`src/rtl/idx_sys_timer_pkg.sv`:
```
package idx_sys_timer_pkg;

    localparam int IDX_W = 8;
    localparam int SEL_W = 3;

    localparam logic [IDX_W-1:0] IDX_CTRL     = 8'h00;
    localparam logic [IDX_W-1:0] IDX_CNT_LO   = 8'h08;
    localparam logic [IDX_W-1:0] IDX_CNT_HI   = 8'h0C;
    localparam logic [IDX_W-1:0] IDX_IRQ_EN   = 8'h30;
    localparam logic [IDX_W-1:0] IDX_CMP_BASE = 8'h40;
    localparam int unsigned      CMP_STRIDE   = 8;
    localparam int unsigned      CMP_HI_OFS   = 4;

    localparam int CTRL_RUN_BIT = 0;
    localparam int CTRL_SEL_LSB = 8;

    localparam logic [SEL_W-1:0] SEL_DIV1 = 3'b001;
    localparam logic [SEL_W-1:0] SEL_DIV2 = 3'b010;
    localparam logic [SEL_W-1:0] SEL_DIV4 = 3'b100;

    typedef struct packed {
        logic [SEL_W-1:0] sel;
        logic             run;
    } ctrl_t;

    function automatic logic [IDX_W-1:0] cmp_index(input int unsigned cpu, input logic hi);
        return IDX_CMP_BASE + IDX_W'(cpu * CMP_STRIDE) + (hi ? IDX_W'(CMP_HI_OFS) : IDX_W'(0));
    endfunction

endpackage

```
`src/rtl/idx_sys_timer_prescale.sv`:
```
module idx_sys_timer_prescale
    import idx_sys_timer_pkg::*;
#(
    parameter int MAX_DIV = 4
) (
    input  logic             clk,
    input  logic             rst_n,
    input  logic             run_i,
    input  logic [SEL_W-1:0] sel_i,
    output logic             tick_o
);
    localparam int PW = $clog2(MAX_DIV);

    typedef struct packed {
        logic [PW-1:0] phase;
    } pre_st_t;

    pre_st_t       st_d, st_q;
    logic [PW-1:0] limit;

    // Non-one-hot selections fall back to divide-by-1
    always_comb begin
        case (sel_i)
            SEL_DIV2: limit = PW'(1);
            SEL_DIV4: limit = PW'(3);
            default:  limit = '0;
        endcase
    end

    always_comb begin
        st_d   = st_q;
        tick_o = run_i && (st_q.phase >= limit);
        if (!run_i) begin
            st_d.phase = '0;
        end else if (tick_o) begin
            st_d.phase = '0;
        end else begin
            st_d.phase = st_q.phase + PW'(1);
        end
    end

    always_ff @(posedge clk or negedge rst_n) begin
        if (!rst_n) begin
            st_q <= '0;
        end else begin
            st_q <= st_d;
        end
    end

    // a slow divisor never ticks on two consecutive cycles
    assert_tick_spacing_R4: assert property (@(posedge clk) disable iff (!rst_n)
        ($past(tick_o) && $stable(sel_i) && (sel_i == SEL_DIV2 || sel_i == SEL_DIV4)) |-> !tick_o);

endmodule

```
`src/rtl/idx_sys_timer_count.sv`:
```
module idx_sys_timer_count #(
    parameter int CW = 64
) (
    input  logic          clk,
    input  logic          rst_n,
    input  logic          tick_i,
    output logic [CW-1:0] cnt_o,
    output logic [CW-1:0] cnt_nxt_o
);
    typedef struct packed {
        logic [CW-1:0] cnt;
    } cnt_st_t;

    cnt_st_t st_d, st_q;

    always_comb begin
        st_d = st_q;
        if (tick_i) begin
            st_d.cnt = st_q.cnt + CW'(1);
        end
    end

    assign cnt_o     = st_q.cnt;
    assign cnt_nxt_o = st_d.cnt;

    always_ff @(posedge clk or negedge rst_n) begin
        if (!rst_n) begin
            st_q <= '0;
        end else begin
            st_q <= st_d;
        end
    end

    // the count only ever moves forward by one
    assert_single_step_R3: assert property (@(posedge clk) disable iff (!rst_n)
        (cnt_o != $past(cnt_o)) |-> (cnt_o == $past(cnt_o) + CW'(1)));

    // every tick lands on the count
    assert_tick_lands_R3: assert property (@(posedge clk) disable iff (!rst_n)
        $past(tick_i) |-> (cnt_o == $past(cnt_o) + CW'(1)));

endmodule

```
`src/rtl/idx_sys_timer_cmp_chan.sv`:
```
module idx_sys_timer_cmp_chan #(
    parameter int CW = 64
) (
    input  logic          clk,
    input  logic          rst_n,
    input  logic          wr_lo_i,
    input  logic          wr_hi_i,
    input  logic [CW/2-1:0] wdata_i,
    input  logic          mask_nxt_i,
    input  logic [CW-1:0] cnt_nxt_i,
    output logic [CW-1:0] cmp_o,
    output logic          irq_o
);
    localparam int HW = CW / 2;

    typedef struct packed {
        logic [CW-1:0] cmp;
        logic          irq;
    } chan_st_t;

    chan_st_t st_d, st_q;

    // Level is judged on the values the coming edge will store
    always_comb begin
        st_d = st_q;
        if (wr_lo_i) begin
            st_d.cmp[HW-1:0] = wdata_i;
        end
        if (wr_hi_i) begin
            st_d.cmp[CW-1:HW] = wdata_i;
        end
        st_d.irq = mask_nxt_i && (cnt_nxt_i >= st_d.cmp);
    end

    assign cmp_o = st_q.cmp;
    assign irq_o = st_q.irq;

    always_ff @(posedge clk or negedge rst_n) begin
        if (!rst_n) begin
            st_q.cmp <= '1;
            st_q.irq <= 1'b0;
        end else begin
            st_q <= st_d;
        end
    end

    // no line without its mask bit
    assert_irq_needs_mask_R11: assert property (@(posedge clk) disable iff (!rst_n)
        irq_o |-> $past(mask_nxt_i));

    // a fresh compare ahead of the count leaves the line low
    assert_new_cmp_clears_R13: assert property (@(posedge clk) disable iff (!rst_n)
        ($past(wr_lo_i || wr_hi_i) && (st_q.cmp > $past(cnt_nxt_i))) |-> !irq_o);

endmodule

```
`src/rtl/idx_sys_timer.sv`:
```
module idx_sys_timer
    import idx_sys_timer_pkg::*;
#(
    parameter int NCPU = 4,
    parameter int DW   = 32
) (
    input  logic            clk,
    input  logic            rst_n,
    input  logic            bus_sel,
    input  logic            bus_we,
    input  logic            bus_addr2,
    input  logic [DW-1:0]   bus_wdata,
    output logic [DW-1:0]   bus_rdata,
    output logic [NCPU-1:0] irq_o
);
    localparam int CW = 2 * DW;
    localparam logic [DW-1:0] CTRL_RD_MASK =
        DW'((1 << CTRL_RUN_BIT) | (((1 << SEL_W) - 1) << CTRL_SEL_LSB));

    typedef struct packed {
        logic [IDX_W-1:0] idx;
        ctrl_t            ctrl;
        logic [NCPU-1:0]  mask;
    } top_st_t;

    top_st_t st_d, st_q;

    logic          idx_wr;
    logic          data_wr;
    logic          tick;
    logic [CW-1:0] cnt_q;
    logic [CW-1:0] cnt_nxt;
    logic [CW-1:0] cmp_w [NCPU];

    assign idx_wr  = bus_sel && bus_we && bus_addr2;
    assign data_wr = bus_sel && bus_we && !bus_addr2;

    always_comb begin
        st_d = st_q;
        if (idx_wr) begin
            st_d.idx = bus_wdata[IDX_W-1:0];
        end
        if (data_wr) begin
            case (st_q.idx)
                IDX_CTRL: begin
                    st_d.ctrl.run = bus_wdata[CTRL_RUN_BIT];
                    st_d.ctrl.sel = bus_wdata[CTRL_SEL_LSB +: SEL_W];
                end
                IDX_IRQ_EN: st_d.mask = bus_wdata[NCPU-1:0];
                default: ;
            endcase
        end
    end

    always_ff @(posedge clk or negedge rst_n) begin
        if (!rst_n) begin
            st_q <= '0;
        end else begin
            st_q <= st_d;
        end
    end

    idx_sys_timer_prescale #(
        .MAX_DIV (4)
    ) pre_i (
        .clk    (clk),
        .rst_n  (rst_n),
        .run_i  (st_q.ctrl.run),
        .sel_i  (st_q.ctrl.sel),
        .tick_o (tick)
    );

    idx_sys_timer_count #(
        .CW (CW)
    ) cnt_i (
        .clk       (clk),
        .rst_n     (rst_n),
        .tick_i    (tick),
        .cnt_o     (cnt_q),
        .cnt_nxt_o (cnt_nxt)
    );

    for (genvar n = 0; n < NCPU; n++) begin : g_chan
        logic wr_lo;
        logic wr_hi;
        assign wr_lo = data_wr && (st_q.idx == cmp_index(n, 1'b0));
        assign wr_hi = data_wr && (st_q.idx == cmp_index(n, 1'b1));

        idx_sys_timer_cmp_chan #(
            .CW (CW)
        ) chan_i (
            .clk        (clk),
            .rst_n      (rst_n),
            .wr_lo_i    (wr_lo),
            .wr_hi_i    (wr_hi),
            .wdata_i    (bus_wdata),
            .mask_nxt_i (st_d.mask[n]),
            .cnt_nxt_i  (cnt_nxt),
            .cmp_o      (cmp_w[n]),
            .irq_o      (irq_o[n])
        );
    end

    // Read path: index port, then fixed registers, then compare slots
    always_comb begin
        bus_rdata = '0;
        if (bus_addr2) begin
            bus_rdata[IDX_W-1:0] = st_q.idx;
        end else begin
            case (st_q.idx)
                IDX_CTRL: begin
                    bus_rdata[CTRL_RUN_BIT]              = st_q.ctrl.run;
                    bus_rdata[CTRL_SEL_LSB +: SEL_W]     = st_q.ctrl.sel;
                end
                IDX_CNT_LO: bus_rdata = cnt_q[DW-1:0];
                IDX_CNT_HI: bus_rdata = cnt_q[CW-1:DW];
                IDX_IRQ_EN: bus_rdata[NCPU-1:0] = st_q.mask;
                default: begin
                    for (int n = 0; n < NCPU; n++) begin
                        if (st_q.idx == cmp_index(n, 1'b0)) begin
                            bus_rdata = cmp_w[n][DW-1:0];
                        end else if (st_q.idx == cmp_index(n, 1'b1)) begin
                            bus_rdata = cmp_w[n][CW-1:DW];
                        end
                    end
                end
            endcase
        end
    end

    // reserved control bits never show on a read
    assert_ctrl_reserved_R2: assert property (@(posedge clk) disable iff (!rst_n)
        (!bus_addr2 && st_q.idx == IDX_CTRL) |-> ((bus_rdata & ~CTRL_RD_MASK) == '0));

    // with the run bit clear the count holds
    assert_frozen_when_off_R3: assert property (@(posedge clk) disable iff (!rst_n)
        !$past(st_q.ctrl.run) |-> $stable(cnt_q));

endmodule

```
`config.mk`:
```
export PLATFORM = sky130hd
export DESIGN_NAME = idx_sys_timer
export DESIGN_NICKNAME = d
export VERILOG_FILES = /design/src/rtl/idx_sys_timer_pkg.sv /design/src/rtl/idx_sys_timer_prescale.sv /design/src/rtl/idx_sys_timer_count.sv /design/src/rtl/idx_sys_timer_cmp_chan.sv /design/src/rtl/idx_sys_timer.sv
export SDC_FILE = /design/constraint.sdc
export NUM_CORES = 1
export LEC_CHECK = 0
export BUFFER_PORTS_ARGS = -buffer_cell sky130_fd_sc_hd__buf_2
export CORE_MARGIN = 4
export CORE_UTILIZATION = 30
export DETAILED_ROUTE_END_ITERATION = 8
export SLEW_MARGIN = 15
export SYNTH_ARGS = -nofsm -noshare
export SYNTH_HDL_FRONTEND = slang
export SYNTH_SLANG_ARGS = --single-unit
```
`constraint.sdc`:
```
create_clock -name clk -period 12.51 [get_ports clk]
set_input_delay 2.502 -clock clk [delete_from_list [all_inputs] [get_ports clk]]
set_output_delay 2.502 -clock clk [all_outputs]
set_load 0.02 [all_outputs]
```
==> results of run 1 <==
-- metrics by stage --
stage	cell area, um2	util (%)	setup slack [ps]	power, W	hold WS (ps)
floorplan	21800	-	6470	0.00154	442
global placement	23300	32.5	4860	0.00175	453
detailed placement	23400	32.6	4700	0.00176	489
CTS	24700	34.5	5300	0.00301	501
global route	24700	34.5	5170	0.00311	521
finish	24700	34.5	5320	0.00299	508
-- flip-flops by register name (all words and copies together), names as in the netlist --
register,flops
cnt_i.cnt_o,64
g_chan.chan_i.cmp_o,256
g_chan.chan_i.irq_o,4
pre_i.st_q,2
st_q,16
-- layout make-up --
cell class                 count  area, um2
sequential                   342       8880
multi-input combinational   1392      11700
clock buffer                  60       1180
fill                        7109      47000
timing repair buffer          99        598
clock inverter                14        183
tap                          950       1190
inverter                     267       1000
-- how the worst max path moves through the flow --
stage                         start                          endpoint  slack (ps)  cells past startpoint
after floorplan           bus_addr2                     bus_rdata[21]        6470                      4
after global placement    bus_addr2  g_chan[0].chan_i.irq_o$_DFF_PN0_        4860                     16
after detailed placement  bus_addr2  g_chan[0].chan_i.irq_o$_DFF_PN0_        4700                     16
after CTS                 bus_addr2  g_chan[0].chan_i.irq_o$_DFF_PN0_        5300                     16
after global routing      bus_addr2  g_chan[0].chan_i.irq_o$_DFF_PN0_        5170                     16
final                     bus_addr2  g_chan[0].chan_i.irq_o$_DFF_PN0_        5320                     16
-- worst max-delay path: stages --
cell and delay (ps):
buf_2 820, nand3b_1 270, nor2_1 100, nand2_2 630, buf_4 490, mux2_2 400
inv_1 60, ha_1 230, a21o_1 160, a21o_1 180, a21oi_1 270, o21ai_0 270
a211oi_1 420, o311ai_0 390, o31ai_1 300, nand3_1 100
-- power groups by stage --
stage               Combinational (W)  Sequential, W  Clock [W]
finish                       0.000498        0.00126    0.00124
global route                 0.000543        0.00126    0.00130
CTS                          0.000493        0.00126    0.00126
detailed placement           0.000489        0.00127          0
global placement             0.000481        0.00127          0
floorplan                    0.000292        0.00125          0
-- cells in the mapped netlist, types with 4 or more instances --
master	number
a21o_1	62
a221oi_1	29
xor2_1	15
a222oi_1	5
nand2b_1	5
buf_1	17
a2111oi_0	4
o21a_1	9
xnor2_1	53
a31oi_1	28
o21ai_0	42
buf_4	4
or3_1	4
nand2_1	102
dfstp_2	256
clkbuf_1	52
nor2_1	76
dfrtp_1	86
nor2b_1	8
a21oi_1	74
a22o_1	4
mux2_2	174
a22oi_1	121
nand4_1	58
mux2i_1	96
o31ai_1	7
nor4_1	5
ha_1	249
or4_1	5
and3_1	17
nand3_1	46
inv_1	267
o211ai_1	7
a211oi_1	12
and4_1	9
nor3_1	18
-- kinds of logic (layout without fill, tap and decap cells) --
logic type      Yosys count  count (layout)  share of synthesized area, %
xor+xnor                 69              69                          2.81
buf+inv                 346             440                          6.12
simple gates            370             370                          8.59
fa+ha+maj               252             252                          14.4
mux                     272             272                          13.6
flops                   342             342                          40.7
compound gates          429             429                          13.7
-- routing by layer --
layer | track usage [%] | part of all wire [%] | up-vias
met5 | 0 | 0 | -
met4 | 8.05 | 4.3 | 0
met3 | 3.93 | 7.5 | 179
met2 | 31.4 | 45 | 698
met1 | 26.4 | 43 | 8720
li1 | - | - | 7672
==> results.yml, run 1 <==
yosys:
  async_flop_share_pct: 100
  synth-edff-count: 0
  synth_top_area_share_pct: 30.9
  postSynthAreaPerCell_um2: 10.5
  synthesis.nets: 2366
  synth_cell_types: 72
  synthTopCellsByArea: "dfstp_2 (31%), ha_1 (14%), dfrtp_1 (9.9%)"
  yosysTopAreaCell: "dfstp_2"
  synth-seq-cells: 342
  ys_seq_area_share_pct: 40.7
  ys_warn_count: 0
  synthFlopType: "dfstp_2"
  mappedNetlistArea_um2: 21800
  netlist_instances: 2080
final_layout:
  nNetsFinal: 2428
  layout-drive-gt1-share_pct: 28.5
  layout_common_cells: "inv_1 (267), dfstp_2 (256), ha_1 (249), mux2_2 (174), a22oi_1 (121)"
  antenna_cells: 0
  area_delta_synth_final_pct: 13.4
  final_cell_count_no_fill: 3124
  final_common_cell: "inv_1"
route:
  routed_wl_um: 78000
  vias: 17300
  dr.pass1.iters: 6
  wire_per_inst_um: 25.0
  drcViolationCount: 0
  drtIter0Drc: 1379
  antenna_left: 0
  via_per_inst: 5.53
timing:
  tns_ps: 0
  final-setup-viol-count: 0
  final-max-slew-violation-count: 0
  timing.fmax_ghz: 0.139
  tightest_slew_ps: 1250
  min_period_over_period_pct: 57.5
  period_needed_ps: 7190
  hold_viol_final: 0
  relSlewSlack_pct: 16.4
  rsz0062_at_grt: "false"
  skew_ps: 25.2
hold_path:
  holdPathEnd: "pre_i.st_q[0]$_DFF_PN0_"
  holdPathStages: 1
  hp-class: "flop to flop"
  min-delay-start: "pre_i.st_q[0]$_DFF_PN0_"
cts:
  ctsHoldBuffers: 0
  ctsResizeCount: 0
  cts.sinks: 342
  cts_tree: "yes"
  cts_buffers: 40
  cts_max_path_buffers: 3
  path_clk_slew_ps: 60
  clk_latency_ps: 590
  post_cts_buffers: 0
  h-tree-depth: 2
  cts_root_buffer: "clkbuf_16"
power:
  power_per_cell_area_nw_per_um2: 121
  p_int_w: 0.00211
  power_leakage_nw: 12.1
  vdd_ir_drop_max_v: 0.0000843
  sw_frac_of_total_pct: 29.4
  power_frac_seq_pct: 42.0
  power_frac_clock_pct: 41.3
  switchingPower_w: 0.000880
  comb_power_share_pct: 16.7
grt:
  antenna_found_initial: 0
  grt_pass1_wl_um: 116000
  gr-usage-all-layers_pct: 19.7
  grt_max_degree: 162
  gr-total-overflow: 0
  grt_pass1_vias: 18000
outcome:
  outcome: "completed"
placed_design:
  dp_cells: 3050
  portBuffers: 72
  gp_congestion: 0.913
  dp_hpwl_um: 55900
setup_path:
  arrival_ps: 7630
  rrSetupSlack_ps: 6080
  worstPathMaxFanout: 39
  critPathRequiredTime_ps: 12950
  crit_type: "input pin to flop"
  rr_startpoint: "st_q[6]$_DFFE_PN0P_"
  rr_worst_depth: 17
  endpoint_kind: "flop"
  cp-start-kind: "input pin"
  reg2reg_to: "g_chan[3].chan_i.irq_o$_DFF_PN0_"
floorplan:
  coreArea_um2: 71700
  rows: 98
  dieWidth_um: 277
  dieArea_um2: 77000
  initial_core_util_pct: 30.4
  io_pins: 73
  fp.dieH_um: 277
flow_run:
  drv_cap: 0
(Power assumes the default switching activity.)
==> run 2: changes to the inputs <==
clock period = 6.8 ns   (was 12.51 ns; I/O delays follow)
==> results.yml, run 2 (same netlist as run 1, synthesis figures left out) <==
final_layout:
  largest_register_ffs: 256
  nNetsFinal: 2446
  ff_latch_area_um2: 8880
  num-fill-cells: 7205
  layout-drive-gt1-share_pct: 29.1
  multiInputGateArea_um2: 11700
  final_common_cell: "inv_1"
  area_delta_synth_final_pct: 14.5
  stdcell_area_um2: 25000
  layout_common_cells: "inv_1 (267), dfstp_2 (256), ha_1 (249), mux2_2 (174), a22oi_1 (121)"
route:
  wire_per_inst_um: 25.1
  via_per_inst: 5.52
  vias: 17400
  drcViolationCount: 0
  dr.pass1.iters: 7
  routed_wl_um: 79000
  drtIter0Drc: 1474
  antenna_left: 0
power:
  finalPower_w: 0.00562
  power_leakage_nw: 12.2
  power_per_cell_area_nw_per_um2: 225
  vdd_ir_drop_max_v: 0.000160
floorplan:
  fp.dieH_um: 277
  initial_core_util_pct: 30.4
  io_pins: 73
  dieWidth_um: 277
  rows: 98
  dieArea_um2: 77000
  coreArea_um2: 71700
placed_design:
  pre_cts_ws_ps: 816
  dp_hpwl_um: 58300
  gp_congestion: 0.931
  portBuffers: 72
  post_dp_cell_area_um2: 23500
timing:
  period_needed_ps: 6070
  timing.fmax_ghz: 0.165
  min_period_over_period_pct: 89.3
  tightest_slew_ps: 1300
  rsz0062_at_grt: "false"
  final.setup.worst_slack_ps: 728
  skew_ps: 31.3
  final-max-slew-violation-count: 0
  final-setup-viol-count: 0
  relSlewSlack_pct: 12.5
  holdWs_ps: 499
  hold_viol_final: 0
  tns_ps: 0
cts:
  ctsResizeCount: 0
  cts_buffers: 42
  cts_max_path_buffers: 3
  h-tree-depth: 2
  clk_latency_ps: 590
  cts_tree: "yes"
  post_cts_buffers: 0
  cts_root_buffer: "clkbuf_16"
  path_clk_slew_ps: 60
  ctsHoldBuffers: 0
  cts.sinks: 342
grt:
  grt_pass1_vias: 18000
  grt_max_degree: 131
  gr-usage-all-layers_pct: 19.8
  antenna_found_initial: 2
  grt_pass1_wl_um: 116000
  gr-total-overflow: 0
hold_path:
  hp-class: "flop to flop"
setup_path:
  rrSetupSlack_ps: 730
  critPathRequiredTime_ps: 7250
  worstPathMaxFanout: 9
  arrival_ps: 6520
  endpoint_kind: "flop"
  cp-start-kind: "flop"
  crit_type: "flop to flop"
outcome:
  outcome: "completed"
flow_run:
  drv_cap: 0
## run 2: report_power, final
group	total [W]	internal (W)	switching (W)
logic	0.000885	0.000316	0.000569
clock network	0.00243	0.00147	0.000956
registers	0.00231	0.00221	0.0000977
## run 2: stage by stage
stage,cells,util (%)
after floorplan,2080,-
after global placement,3066,32.7
after detailed placement,3066,32.7
after CTS,3144,34.8
after global routing,3144,34.8
final,3146,34.8
## run 2: metal layers
layer | wire, um | vias up | GRT usage [%] | part of all wire (%)
li1 | - | 7729 | - | -
met1 | 33500 | 8739 | 25.8 | 42
met2 | 36100 | 691 | 32.0 | 46
met3 | 5620 | 195 | 3.80 | 7.1
met4 | 3860 | 0 | 9.05 | 4.9
met5 | 0 | - | 0 | 0
## run 2: path summary, 6_finish.rpt
path                                              start                          endpoint  cells after the start
worst max-delay path                st_q[6]$_DFFE_PN0P_  g_chan[1].chan_i.irq_o$_DFF_PN0_                     20
worst min-delay path            pre_i.st_q[0]$_DFF_PN0_           pre_i.st_q[0]$_DFF_PN0_                      1
worst max register to register      st_q[6]$_DFFE_PN0P_  g_chan[1].chan_i.irq_o$_DFF_PN0_                     20
worst min register to register  pre_i.st_q[0]$_DFF_PN0_           pre_i.st_q[0]$_DFF_PN0_                      1
max in group asynchronous                         rst_n               st_q[5]$_DFFE_PN0P_                      2
min in group asynchronous                         rst_n         cnt_i.cnt_o[40]$_DFF_PN0_                      1
## run 2: area by class of cell
class                      count  share of cell area [%]
timing repair buffer         115                    2.88
tap                          950                    4.76
clock inverter                16                   0.933
clock buffer                  62                    5.01
inverter                     267                    4.02
multi-input combinational   1392                    46.8
sequential                   342                    35.6
antenna                        2                  0.0201
## run 2: worst max-delay path, cell delays in order, from the launching register on
cell and delay, ps:
dfrtp_1 410, nor2_1 110, nand2_1 70, ha_1 290
o21ai_0 160, nor3_1 470, nand2_1 270, or3_1 530
nor2_1 160, buf_4 240, nand3_1 120, xnor2_1 450
ha_1 330, a21o_1 150, a21o_1 160, a21o_1 170
a21o_1 180, a2111oi_1 920, o21ai_0 320, o31ai_1 330
a21oi_1 80
